## config.mk

```make
export PLATFORM = sky130hd
export DESIGN_NAME = serial_frame_shifter
export DESIGN_NICKNAME = d
export VERILOG_FILES = /design/src/rtl/ssf_pkg.sv /design/src/rtl/ssf_edge_det.sv /design/src/rtl/ssf_edge_counter.sv /design/src/rtl/ssf_shift_reg.sv /design/src/rtl/serial_frame_shifter.sv
export SDC_FILE = /design/constraint.sdc
export NUM_CORES = 1
export LEC_CHECK = 0
export BUFFER_PORTS_ARGS = -buffer_cell sky130_fd_sc_hd__buf_2
export CAP_MARGIN = 10
export CORE_UTILIZATION = 30
export CTS_CLUSTER_SIZE = 30
export DETAILED_ROUTE_END_ITERATION = 10
export GPL_TIMING_DRIVEN = 1
export PLACE_DENSITY = 0.51
export RECOVER_POWER = 100
export SYNTH_ARGS = -nofsm -noshare
export SYNTH_HDL_FRONTEND = slang
export SYNTH_SLANG_ARGS = --single-unit
```

## constraint.sdc

```tcl
create_clock -name clk_i -period 4.3 [get_ports clk_i]
set_input_delay 0.215 -clock clk_i [delete_from_list [all_inputs] [get_ports clk_i]]
set_output_delay 0.215 -clock clk_i [all_outputs]
set_load 0.02 [all_outputs]
```

## src/rtl/ssf_pkg.sv

```systemverilog
package ssf_pkg;
  function automatic int unsigned cnt_width(input int unsigned n);
    return $clog2(n + 1);
  endfunction
endpackage

```

## src/rtl/ssf_edge_det.sv

```systemverilog
module ssf_edge_det #(
  parameter logic IDLE = 1'b1
) (
  input  logic clk_i,
  input  logic rst_ni,
  input  logic d_i,
  output logic fall_o
);
  logic d_q;
  always_ff @(posedge clk_i or negedge rst_ni) begin
    if (!rst_ni) d_q <= IDLE;
    else         d_q <= d_i;
  end
  assign fall_o = d_q & ~d_i;
endmodule

```

## src/rtl/ssf_edge_counter.sv

```systemverilog
module ssf_edge_counter #(
  parameter int unsigned LIMIT = 16,
  parameter int unsigned CNT_W = ssf_pkg::cnt_width(LIMIT)
) (
  input  logic             clk_i,
  input  logic             rst_ni,
  input  logic             clear_i,
  input  logic             step_i,
  output logic [CNT_W-1:0] cnt_o
);
  always_ff @(posedge clk_i or negedge rst_ni) begin
    if (!rst_ni)                                 cnt_o <= '0;
    else if (clear_i)                            cnt_o <= '0;
    else if (step_i && cnt_o != CNT_W'(LIMIT))   cnt_o <= cnt_o + 1'b1;
  end
endmodule

```

## src/rtl/ssf_shift_reg.sv

```systemverilog
module ssf_shift_reg #(
  parameter int unsigned DATA_W     = 12,
  parameter int unsigned LEAD_ZEROS = 4,
  localparam int unsigned WORD_W    = DATA_W + LEAD_ZEROS
) (
  input  logic              clk_i,
  input  logic              rst_ni,
  input  logic              load_i,
  input  logic              shift_i,
  input  logic [DATA_W-1:0] data_i,
  output logic              msb_o
);
  logic [WORD_W-1:0] sr_q;
  always_ff @(posedge clk_i or negedge rst_ni) begin
    if (!rst_ni)      sr_q <= '0;
    else if (load_i)  sr_q <= {{LEAD_ZEROS{1'b0}}, data_i};
    else if (shift_i) sr_q <= {sr_q[WORD_W-2:0], 1'b0};
  end
  assign msb_o = sr_q[WORD_W-1];
endmodule

```

## src/rtl/serial_frame_shifter.sv

```systemverilog
module serial_frame_shifter #(
  parameter int unsigned DATA_W     = 12,
  parameter int unsigned LEAD_ZEROS = 4,
  parameter int unsigned HOLD_EDGE  = 14
) (
  input  logic              clk_i,
  input  logic              rst_ni,
  input  logic              cs_ni,
  input  logic              sclk_i,
  input  logic [DATA_W-1:0] sample_i,
  output logic              sdo_o,
  output logic              sdo_oe_o,
  output logic              hold_o
);
  localparam int unsigned FRAME_LEN = DATA_W + LEAD_ZEROS;
  localparam int unsigned CNT_W     = ssf_pkg::cnt_width(FRAME_LEN);

  logic cs_fall, sclk_fall, start, adv, msb;
  logic active_q, hold_q;
  logic [CNT_W-1:0] cnt_q, cnt_nxt;

  ssf_edge_det #(.IDLE(1'b1)) i_cs_edge (
    .clk_i, .rst_ni, .d_i(cs_ni), .fall_o(cs_fall));
  ssf_edge_det #(.IDLE(1'b1)) i_sclk_edge (
    .clk_i, .rst_ni, .d_i(sclk_i), .fall_o(sclk_fall));

  assign start   = cs_fall;
  assign adv     = sclk_fall & active_q & ~cs_ni & ~start;
  assign cnt_nxt = cnt_q + 1'b1;

  ssf_edge_counter #(.LIMIT(FRAME_LEN), .CNT_W(CNT_W)) i_cnt (
    .clk_i, .rst_ni, .clear_i(start), .step_i(adv), .cnt_o(cnt_q));

  ssf_shift_reg #(.DATA_W(DATA_W), .LEAD_ZEROS(LEAD_ZEROS)) i_sr (
    .clk_i, .rst_ni, .load_i(start), .shift_i(adv), .data_i(sample_i), .msb_o(msb));

  // chip select high overrides everything: abort or idle
  always_ff @(posedge clk_i or negedge rst_ni) begin
    if (!rst_ni) begin
      active_q <= 1'b0;
      hold_q   <= 1'b0;
    end else if (cs_ni) begin
      active_q <= 1'b0;
      hold_q   <= 1'b0;
    end else if (start) begin
      active_q <= 1'b1;
      hold_q   <= 1'b1;
    end else if (adv) begin
      if (cnt_nxt == CNT_W'(HOLD_EDGE)) hold_q   <= 1'b0;
      if (cnt_nxt == CNT_W'(FRAME_LEN)) active_q <= 1'b0;
    end
  end

  assign sdo_oe_o = active_q;
  assign sdo_o    = active_q & msb;
  assign hold_o   = hold_q;
endmodule

```

==> results of run 1 <==
-- flip-flops by register name, summed over array words and instances, names as in the netlist --
signal,count
i_sr.sr_q,16
sdo_oe_o,1
i_sclk_edge.d_q,1
hold_o,1
i_cnt.cnt_o,5
i_cs_edge.d_q,1
-- logic make-up after synthesis --
| family | Yosys count | synth area share (%) |
|---|---|---|
| and+or+nand+nor | 30 | 14.5 |
| adders and majority gates | 3 | 3.13 |
| buffers and inverters | 12 | 4.90 |
| muxes | 5 | 4.17 |
| xor gates and xnor gates | 3 | 2.19 |
| DFF | 25 | 52.3 |
| AOI/OAI and AO/OA | 22 | 18.9 |
-- layer usage --
metal  wire length [µm]  track usage [%]  up-vias
li1                   -                -      404
met1               1190             17.4      426
met2                946             16.6       15
met3                 75             2.26        2
met4                 33             5.43        0
met5                  0                0        -
-- cells in the mapped netlist --
library cell	number
a221o_2	11
a22o_2	4
a32o_1	1
a41oi_1	1
and2_1	1
and2_2	1
and3_1	11
and3_2	1
and3b_2	1
buf_2	1
buf_4	1
buf_6	1
clkbuf_1	2
clkbuf_2	1
dfrtp_1	23
dfstp_2	2
ha_1	3
inv_1	6
mux2i_1	5
nand2_1	6
nand2b_1	2
nand3_1	2
nand3b_1	1
nor2_1	2
nor2_2	1
o21ai_0	1
o21ai_1	1
o311ai_2	1
o31a_1	1
o32ai_1	1
or2b_1	1
xor2_1	3
-- worst paths after layout --
check,start,endpoint,slack [ns],cells past startpoint
worst max-delay path,i_cnt.cnt_o[0],i_cnt.cnt_o[0],1.94,5
worst min-delay path,sclk_i,i_sclk_edge.d_q,0.05,1
worst max register to register,i_cnt.cnt_o[0],i_cnt.cnt_o[0],1.94,5
worst min register to register,i_sr.sr_q[11],i_sr.sr_q[12],0.51,1
max in group asynchronous,rst_ni,i_sr.sr_q[12],2.73,2
min in group asynchronous,rst_ni,i_cnt.cnt_o[1],0.78,2
-- layout by cell type (no fill, tap or decap), types with 2 or more instances in the layout --
master    count
dfrtp_1      23
buf_2        13
and3_1       11
a221o_2      11
inv_1         6
nand2_1       6
mux2i_1       5
clkbuf_1      5
a22o_2        4
xor2_1        3
ha_1          3
clkbuf_8      3
o21ai_0       2
nand3_1       2
nand2b_1      2
nor2_1        2
dfstp_2       2
-- through the flow --
| step | hold slack, ns | utilization, % |
|---|---|---|
| 2_1_floorplan | -0.0806 | - |
| 3_3_place_gp | 0.239 | 35.1 |
| 3_5_place_dp | 0.255 | 35.1 |
| 4_1_cts | 0.0449 | 36.6 |
| 5_1_grt | 0.0397 | 36.2 |
| 6_report | 0.0534 | 36.2 |
-- power groups by stage --
stage | Sequential [mW] | Combinational, mW | Clock, mW
after CTS | 0.267 | 0.0504 | 0.143
after floorplan | 0.269 | 0.0317 | 0
after global placement | 0.272 | 0.0479 | 0
after detailed placement | 0.272 | 0.0491 | 0
final | 0.267 | 0.0479 | 0.136
after global routing | 0.270 | 0.0539 | 0.153
-- layout make-up --
class / instances / area (µm²) / share of cell area [%]
Timing Repair Buffer: 19 / 93.8 / 6.92
Multi-Input combinational cell: 63 / 505 / 37.3
Clock inverter: 1 / 5.00 / 0.369
Clock buffer: 3 / 41.3 / 3.04
Sequential cell: 25 / 628 / 46.3
Inverter: 6 / 22.5 / 1.66
Tap cell: 48 / 60.1 / 4.43
-- worst max-delay path, delay by kind of cell, from the launching register on --
family | cells | cell delay, ns
AO/OA/AOI/OAI | 1 | 1.26
flip-flops | 1 | 0.46
multiplexers | 1 | 0.29
adder cells (fa/ha/maj) | 1 | 0.14
buffers and inverters | 2 | 0.13
==> metrics.md, run 1 <==
| Metric | Value |
|---|---|
| Initial antenna violation count | 0 |
| CTS H-tree lvls | 1 |
| # hold bufs at CTS | 1 |
| Syn_area_per_cell | 12.0 µm² |
| Worst-margin pin slew | 1.69 ns |
| WP data required | 4.48 ns |
| Post-route setup TNS | 0 ns |
| Sequential cell area fraction in the yosys report | a little over half |
| HP Class | primary input to flip-flop |
| Post-Layout Inst Area | 1360 µm² |
| Yosys top cell by area | dfrtp_1 |
| CP max FO | 7 |
| Max Freq | between 400 and 500 MHz |
| Critical-path top delay cell | o311ai_0 |
| Yosys top cell area share | between 40% and 50% |
| Post-CTS resize count | 0 |
| Post-DRT Antenna Nets | 0 |
| Largest net degree at the start of global routing | 26 |
| Fin cells | approximately 170 |
| Clock Path Buffers | 2 |
| Max stage delay on crit path | 1.26 ns |
| Core area | around 3700 µm² |
| Nets | ~140 |
| Dpl hpwl | 1540 µm |
| Final total power | ~450 µW |
| Ys Warns | 0 |
| Switch share | 23.6% |
| First-pass GRT wire length | between 3000 and 4000 µm |
| WL/cell | about 14 µm |
| DRT iter0 DRCs | 48 |
| Switching Power | roughly 110 µW |
| Unrepaired setup endpoints after global routing | false |
| Unique masters post-synth | 32 |
| Headroom to the max-slew limit | -13.8% |
| Chip Width | 65.3 µm |
| GR Overflow Total | 0 |
| Setup Slack @ Placement | around 2.5 ns |
| Violated checks | capacitance limit, slew limit |
| Clock skew | approximately 0.0016 ns |
| DR pass1 iterations | 4 |
| CP Data Arrival Time | 2.54 ns |
| Placed insts | between 150 and 200 |
| Leak pwr | 0.672 nW |
| Skew-Pair Late Insertion Delay | about 0.26 ns |
| Endpoint class of the critical path | flip-flop |
| Mapped Nets | 119 |
| IR drop worst, VDD | between 0.1 and 0.15 mV |
| Mapped Area | roughly 1200 µm² |
| DRC Markers | 0 |
| Min Tclk post-route | around 2.4 ns |
| Fin crit share | 54.8% |
| Root Driver | clkbuf_8 |
| Status | finished, violations left |
| Count of pins over their slew limit | 24 |
| Setup slack after layout | approximately 1.9 ns |
| # clock sinks | 25 |
| CTS tree | yes |
| Dpl cell area | between 1000 and 1500 µm² |
| I/O Pins | 19 |
| Setup violators final | 0 |
| Die area | 4260 µm² |
| Setup Crit Path Kind | flip-flop to flip-flop |
| Syn-to-layout area delta | 12.9% |
| Max cap viols | 2 |
| Synth top area cells | dfrtp_1 (48%), a221o_2 (10%), and3_1 (5.7%) |
| Count of buffers from port buffering | 18 |
| Combinational cell fraction of total power | 10.6% |
| Number of global-route vias before repair | 827 |
| Total wire length | roughly 2200 µm |
| Initial Util | between 30% and 40% |
| Cts bufs inserted | 3 |
| Layout cells sized above 1 | roughly a third |
| Global router's overall resource usage | between 10% and 20% |
| Fin. Hold Viols | 0 |
| Sequential Power Share | 59.2% |
| Yosys reg bits | 25 |
| Vias | 847 |
| Gpl congestion | 0.761 |
| Clk pwr share | 30.2% |
| Clock transition at path regs | about 0.080 ns |
| Ant. Diodes | 0 |
| Row cnt | 22 |
| PwrDens | around 330 nW/µm² |
| Internal | 345 µW |
| Chip height | ~65 µm |
| Fill cells | between 400 and 500 |
| Drt via density | roughly 5.1 |
| CP cell instances | inv_1 -> ha_1 -> inv_1 -> o311ai_0 -> mux2i_1 |
| Most common cell on crit path | inv_1 |
| Mapped Cells | 100 |
| Startpoint Class | flip-flop |
| Setup Buffers After CTS | 0 |
(Power assumes the default switching activity.)
==> inputs of run 2 (changes only) <==
- clock period: 4.3 -> 2.2 ns (I/O delays scaled with it)
==> metrics.md, run 2 (synthesis results as in run 1) <==
| Metric | Value |
|---|---|
| DRC Markers | 0 (unchanged) |
| CTS H-tree lvls | 1 (unchanged) |
| R2r setup slk | 0.36 ns (-1.58 ns) |
| PwrDens | 645 nW/µm² (+94%) |
| Max Freq | 521 MHz |
| Fin crit share | between 80% and 90% |
| CTS tree | yes |
| Post-route setup TNS | 0 ns (unchanged) |
| Cts bufs inserted | 3 (unchanged) |
| CP Launch Point | cs_ni |
| Total wire length | 2360 µm (+5.0%) |
| R2R Path Start | sdo_oe_o |
| Nets | 139 (+1.5%) |
| Root Driver | clkbuf_8 |
| Row cnt | 22 (unchanged) |
| Crit path capture | i_sr.sr_q[8] |
| Fill cells | 403 (-0.98%) |
| Die area | 4260 µm² (unchanged) |
| Initial Util | 32.1% (unchanged) |
| Most flop-heavy register | i_sr.sr_q |
| WP data required | 2.35 ns (-2.13 ns) |
| WL/cell | 14.1 µm (+3.7%) |
| Area of the multi-input gates | 513 µm² (+1.5%) |
| Post-DRT Antenna Nets | 0 (unchanged) |
| Leak pwr | 0.677 nW (+0.72%) |
| Max cap viols | 0 (-2) |
| Ant. Diodes | 0 (unchanged) |
| Smallest hold slack | 0.0867 ns (+0.0332 ns) |
| Core area | 3740 µm² (unchanged) |
| GR Overflow Total | 0 (unchanged) |
| Clock Path Buffers | 2 (unchanged) |
| Number of global-route vias before repair | 869 (+5.1%) |
| Top Registers | i_sr.sr_q x16, i_cnt.cnt_o x5 |
| Drt via density | 5.10 (-0.73%) |
| Count of buffers from port buffering | 18 (unchanged) |
| Clock transition at path regs | 0.09 ns (about the same) |
| Chip height | 65.3 µm (unchanged) |
| Leading cell types in the layout, fill and taps excluded | dfrtp_1 (23), buf_2 (13), and3_1 (11), a221o_2 (11) |
| Setup Buffers After CTS | 0 (unchanged) |
| Worst-margin pin slew | 1.34 ns (-0.348 ns) |
| Initial antenna violation count | 0 (unchanged) |
| Setup Crit Path Kind | primary input to flip-flop |
| Dpl hpwl | 1600 µm (+4.0%) |
| Headroom to the max-slew limit | 10.6% (+24 points) |
| Syn-to-layout area delta | 15.4% |
| Storage cell area | 628 µm² (unchanged) |
| First-pass GRT wire length | 4220 µm (+10%) |
| Global router's overall resource usage | 12.9% (+1.0 points) |
| I/O Pins | 19 (unchanged) |
| Fin. Hold Viols | 0 (unchanged) |
| Layout cells sized above 1 | 31.9% (+0.31 points) |
| IR drop worst, VDD | 0.356 mV (+190%) |
| Max reg flops | 16 (unchanged) |
| CP max FO | 16 (+9) |
| Status | finished clean |
| Min Tclk post-route | between 1.5 and 2 ns |
| Reg2reg end | i_sr.sr_q[8] |
| CP Data Arrival Time | 2.07 ns (-0.47 ns) |
| Setup violators final | 0 (unchanged) |
| Largest net degree at the start of global routing | 26 (unchanged) |
| Clock skew | 0.00598 ns (+0.00435 ns) |
| DR pass1 iterations | 4 (unchanged) |
| Endpoint class of the critical path | flip-flop |
| HP Class | primary input to flip-flop |
| Vias | 851 (+0.47%) |
| Gpl congestion | 0.717 (-5.8%) |
| Startpoint Class | primary input |
| Commonest non-fill, non-tap cell in the layout | dfrtp_1 |
| Chip Width | 65.3 µm (unchanged) |
| Worst R2R Path Depth | 3 (-2) |
| Skew-Pair Late Insertion Delay | 0.26 ns (about the same) |
| Count of pins over their slew limit | 0 (-100%) |
| Unrepaired setup endpoints after global routing | false |
| DRT iter0 DRCs | 75 (+56%) |
| # clock sinks | 25 (unchanged) |
## run 2: layout make-up
cell class                 instances  area share [%]
clock buffer                       3            2.98
tap                               48            4.33
clock inverter                     1           0.542
sequential                        25            45.3
multi-input combinational         63            37.0
timing repair buffer              21            8.21
inverter                           6            1.62
## run 2: worst min-delay path by stage
stage                      startpoint              to  slack, ns  cells after the start
after floorplan                rst_ni          hold_o      -0.19                      0
after global placement         rst_ni  i_cnt.cnt_o[4]       0.13                      1
after detailed placement       rst_ni  i_cnt.cnt_o[2]       0.15                      1
after CTS                 sample_i[0]    i_sr.sr_q[0]       0.08                      2
after global routing      sample_i[0]    i_sr.sr_q[0]       0.09                      2
final                     sample_i[0]    i_sr.sr_q[0]       0.09                      2
## run 2: what timing repair did
item / in CTS / in global routing
hold endpoints to repair: 25 / 0
hold buffers: 3 / 0
resized for setup: 0 / 0
## run 2: critical path: stages
cell and delay, ns:
dlygate4sd3_1 0.53, clkbuf_1 0.17, inv_1 0.30, o21ai_1 0.44
a221o_2 0.52
## run 2: metrics by stage
step	instance area (µm²)	power (mW)	std cells	setup slack (ns)	utilization, %
after floorplan	1200	0.588	100	0.661	-
after global placement	1320	0.625	160	0.440	35.1
after detailed placement	1320	0.629	160	0.364	35.1
after CTS	1390	0.910	167	0.286	37.2
after global routing	1390	0.950	167	0.0879	37.0
final	1390	0.894	167	0.280	37.0
## run 2: power by group
group          internal (mW)  switching (mW)
Combinational         0.0531          0.0440
Sequential             0.497          0.0266
Clock                  0.128           0.145
## run 2: layer usage
metal / track usage (%) / vias up / wire (µm)
li1: - / 409 / -
met1: 18.8 / 420 / 1200
met2: 19.7 / 20 / 1020
met3: 1.56 / 2 / 103
met4: 4.08 / 0 / 34
met5: 0 / - / 0
==> inputs of run 3 (changes only) <==
- PLACE_DENSITY: 0.51 -> 0.6
==> metrics.md, run 3 (synthesis results as in run 1) <==
| Metric | Value |
|---|---|
| PwrDens | 650 nW/µm² (+0.86%) |
| DRC Markers | 0 (unchanged) |
| Fin. Hold Viols | 0 (unchanged) |
| Skew-Pair Late Insertion Delay | 0.27 ns (about the same) |
| Most flop-heavy register | i_sr.sr_q |
| Smallest hold slack | 0.0784 ns (-0.00830 ns) |
| Endpoint class of the critical path | flip-flop |
| Setup Crit Path Kind | primary input to flip-flop |
| Max stage delay on crit path | 0.83 ns (+0.30 ns) |
| Setup violators final | 0 (unchanged) |
| Post-route setup TNS | 0 ns (unchanged) |
| Clock skew | 0.00636 ns (+0.000387 ns) |
| Setup Buffers After CTS | 0 (unchanged) |
| # clock sinks | 25 (unchanged) |
| Max Freq | 527 MHz (+1.1%) |
| Number of global-route vias before repair | 863 (-0.69%) |
| Worst R2R Path Depth | 3 (unchanged) |
| WL/cell | 14.1 µm (+0.17%) |
| Chip Width | 65.3 µm (unchanged) |
| Count of pins over their slew limit | 0 (unchanged) |
| Drt via density | 5.08 (-0.35%) |
| Final core occ | 37.0% (about the same) |
| Clock transition at path regs | 0.09 ns (about the same) |
| Syn-to-layout area delta | 15.3% (about the same) |
| WP data required | 2.41 ns (+0.06 ns) |
| # hold bufs at CTS | 3 (unchanged) |
| Reg2reg end | i_sr.sr_q[10] |
| CTS tree | yes |
| Final total power | 901 µW (+0.77%) |
| Worst Path Buf+Inv | 2 (-1) |
| Largest net degree at the start of global routing | 26 (unchanged) |
| Leak pwr | 0.675 nW (-0.41%) |
| Total wire length | 2360 µm (+0.17%) |
| Setup Slack @ Placement | 0.341 ns (-0.0228 ns) |
| Setup slack after layout | 0.301 ns (+0.0209 ns) |
| Row cnt | 22 (unchanged) |
| Critical-path top delay cell | o21ai_1 |
| Initial Util | 32.1% (unchanged) |
| Status | finished clean |
| CP max FO | 16 (unchanged) |
| Worst-margin pin slew | 1.35 ns (+0.00701 ns) |
| Cts bufs inserted | 3 (unchanged) |
| Met3 Use GR | 4.17% (+2.6 points) |
| Headroom to the max-slew limit | 10.1% (-0.47 points) |
| Nets | 139 (unchanged) |
| DR pass1 iterations | 4 (unchanged) |
| Unrepaired setup endpoints after global routing | false |
| Vias | 848 (-0.35%) |
| Gpl congestion | 0.723 (+0.71%) |
| Fill cells | 402 (-0.25%) |
| Post-DRT Antenna Nets | 0 (unchanged) |
| HP Class | primary input to flip-flop |
| Commonest non-fill, non-tap cell in the layout | dfrtp_1 |
| Startpoint Class | primary input |
| CP Launch Point | sclk_i |
| Layout cells sized above 1 | 31.1% (-0.84 points) |
| Storage cell area | 628 µm² (unchanged) |
| CTS H-tree lvls | 1 (unchanged) |
| Area of the multi-input gates | 513 µm² (unchanged) |
| IR drop worst, VDD | 0.325 mV (-8.8%) |
| GR Overflow Total | 0 (unchanged) |
| Core area | 3740 µm² (unchanged) |
| CP cell instances | dlygate4sd3_1 -> clkbuf_1 -> and3b_1 -> o21ai_1 -> a221o_2 |
| Max reg flops | 16 (unchanged) |
| Top Family by Delay on Critical Path | compound AO/OA/AOI/OAI gates |
| Top Registers | i_sr.sr_q x16, i_cnt.cnt_o x5 |
| First-pass GRT wire length | 4040 µm (-4.2%) |
| Leading cell types in the layout, fill and taps excluded | dfrtp_1 (23), buf_2 (12), and3_1 (11), a221o_2 (11) |
| M1 GR Usage | 16.2% (-2.6 points) |
| Ant. Diodes | 0 (unchanged) |
| Max cap viols | 0 (unchanged) |
| Count of buffers from port buffering | 18 (unchanged) |
| Levels on crit path | 5 (unchanged) |
| Clock Path Buffers | 2 (unchanged) |
| Grt met2 use | 20.7% (+1.0 points) |
| Root Driver | clkbuf_8 |
| CP Data Arrival Time | 2.11 ns (+0.04 ns) |
| DRT iter0 DRCs | 58 (-23%) |
| R2R Path Start | sdo_oe_o |
| I/O Pins | 19 (unchanged) |
| R2r setup slk | 0.39 ns (+0.03 ns) |
| GRT busiest layer | met2 |
| Dpl hpwl | 1660 µm (+3.6%) |
| Post-CTS resize count | 0 (unchanged) |
| Chip height | 65.3 µm (unchanged) |
| Min Tclk post-route | 1.90 ns (-0.0209 ns) |
| Fin crit share | 86.3% (-0.95 points) |
| Die area | 4260 µm² (unchanged) |
| Global router's overall resource usage | 12.6% (-0.26 points) |
| Initial antenna violation count | 0 (unchanged) |
| Crit path capture | i_sr.sr_q[10] |
## run 3: worst min-delay path by stage
stage | slack [ns] | end | start | cells past startpoint
3_3_place_gp | 0.12 | i_sr.sr_q[3] | rst_ni | 1
4_1_cts | 0.08 | i_sr.sr_q[0] | sample_i[0] | 2
6_report | 0.08 | i_sr.sr_q[0] | sample_i[0] | 2
5_1_grt | 0.09 | i_sr.sr_q[0] | sample_i[0] | 2
3_5_place_dp | 0.13 | i_sr.sr_q[15] | rst_ni | 1
2_1_floorplan | -0.19 | hold_o | rst_ni | 0
## run 3: power breakdown
group	internal [mW]	switching, mW	total (mW)
clock	0.128	0.151	0.279
combinational	0.0532	0.0450	0.0981
sequential	0.497	0.0266	0.523
total	0.678	0.223	0.901
## run 3: routing by layer
metal	up-vias	share of wire [%]
li1	406	-
met1	420	45
met2	20	49
met3	2	5.4
met4	0	0.51
met5	-	0
## run 3: cell type report
type / instances / area share (%)
Sequential cell: 25 / 45.3
Multi-Input combinational cell: 63 / 37.0
Timing Repair Buffer: 21 / 8.13
Tap cell: 48 / 4.34
Clock buffer: 3 / 2.98
Inverter: 6 / 1.63
Clock inverter: 1 / 0.542
## run 3: stage by stage
stage          area, µm²  std cells
6_report            1390        167
5_1_grt             1390        167
4_1_cts             1390        167
3_5_place_dp        1320        160
3_3_place_gp        1320        160
2_1_floorplan       1200        100
## run 3: worst register-to-register path: stages (launching register included)
cell and delay [ns]:
dfrtp_1 0.40, and3b_1 0.22, o21ai_1 0.83, a221o_2 0.31
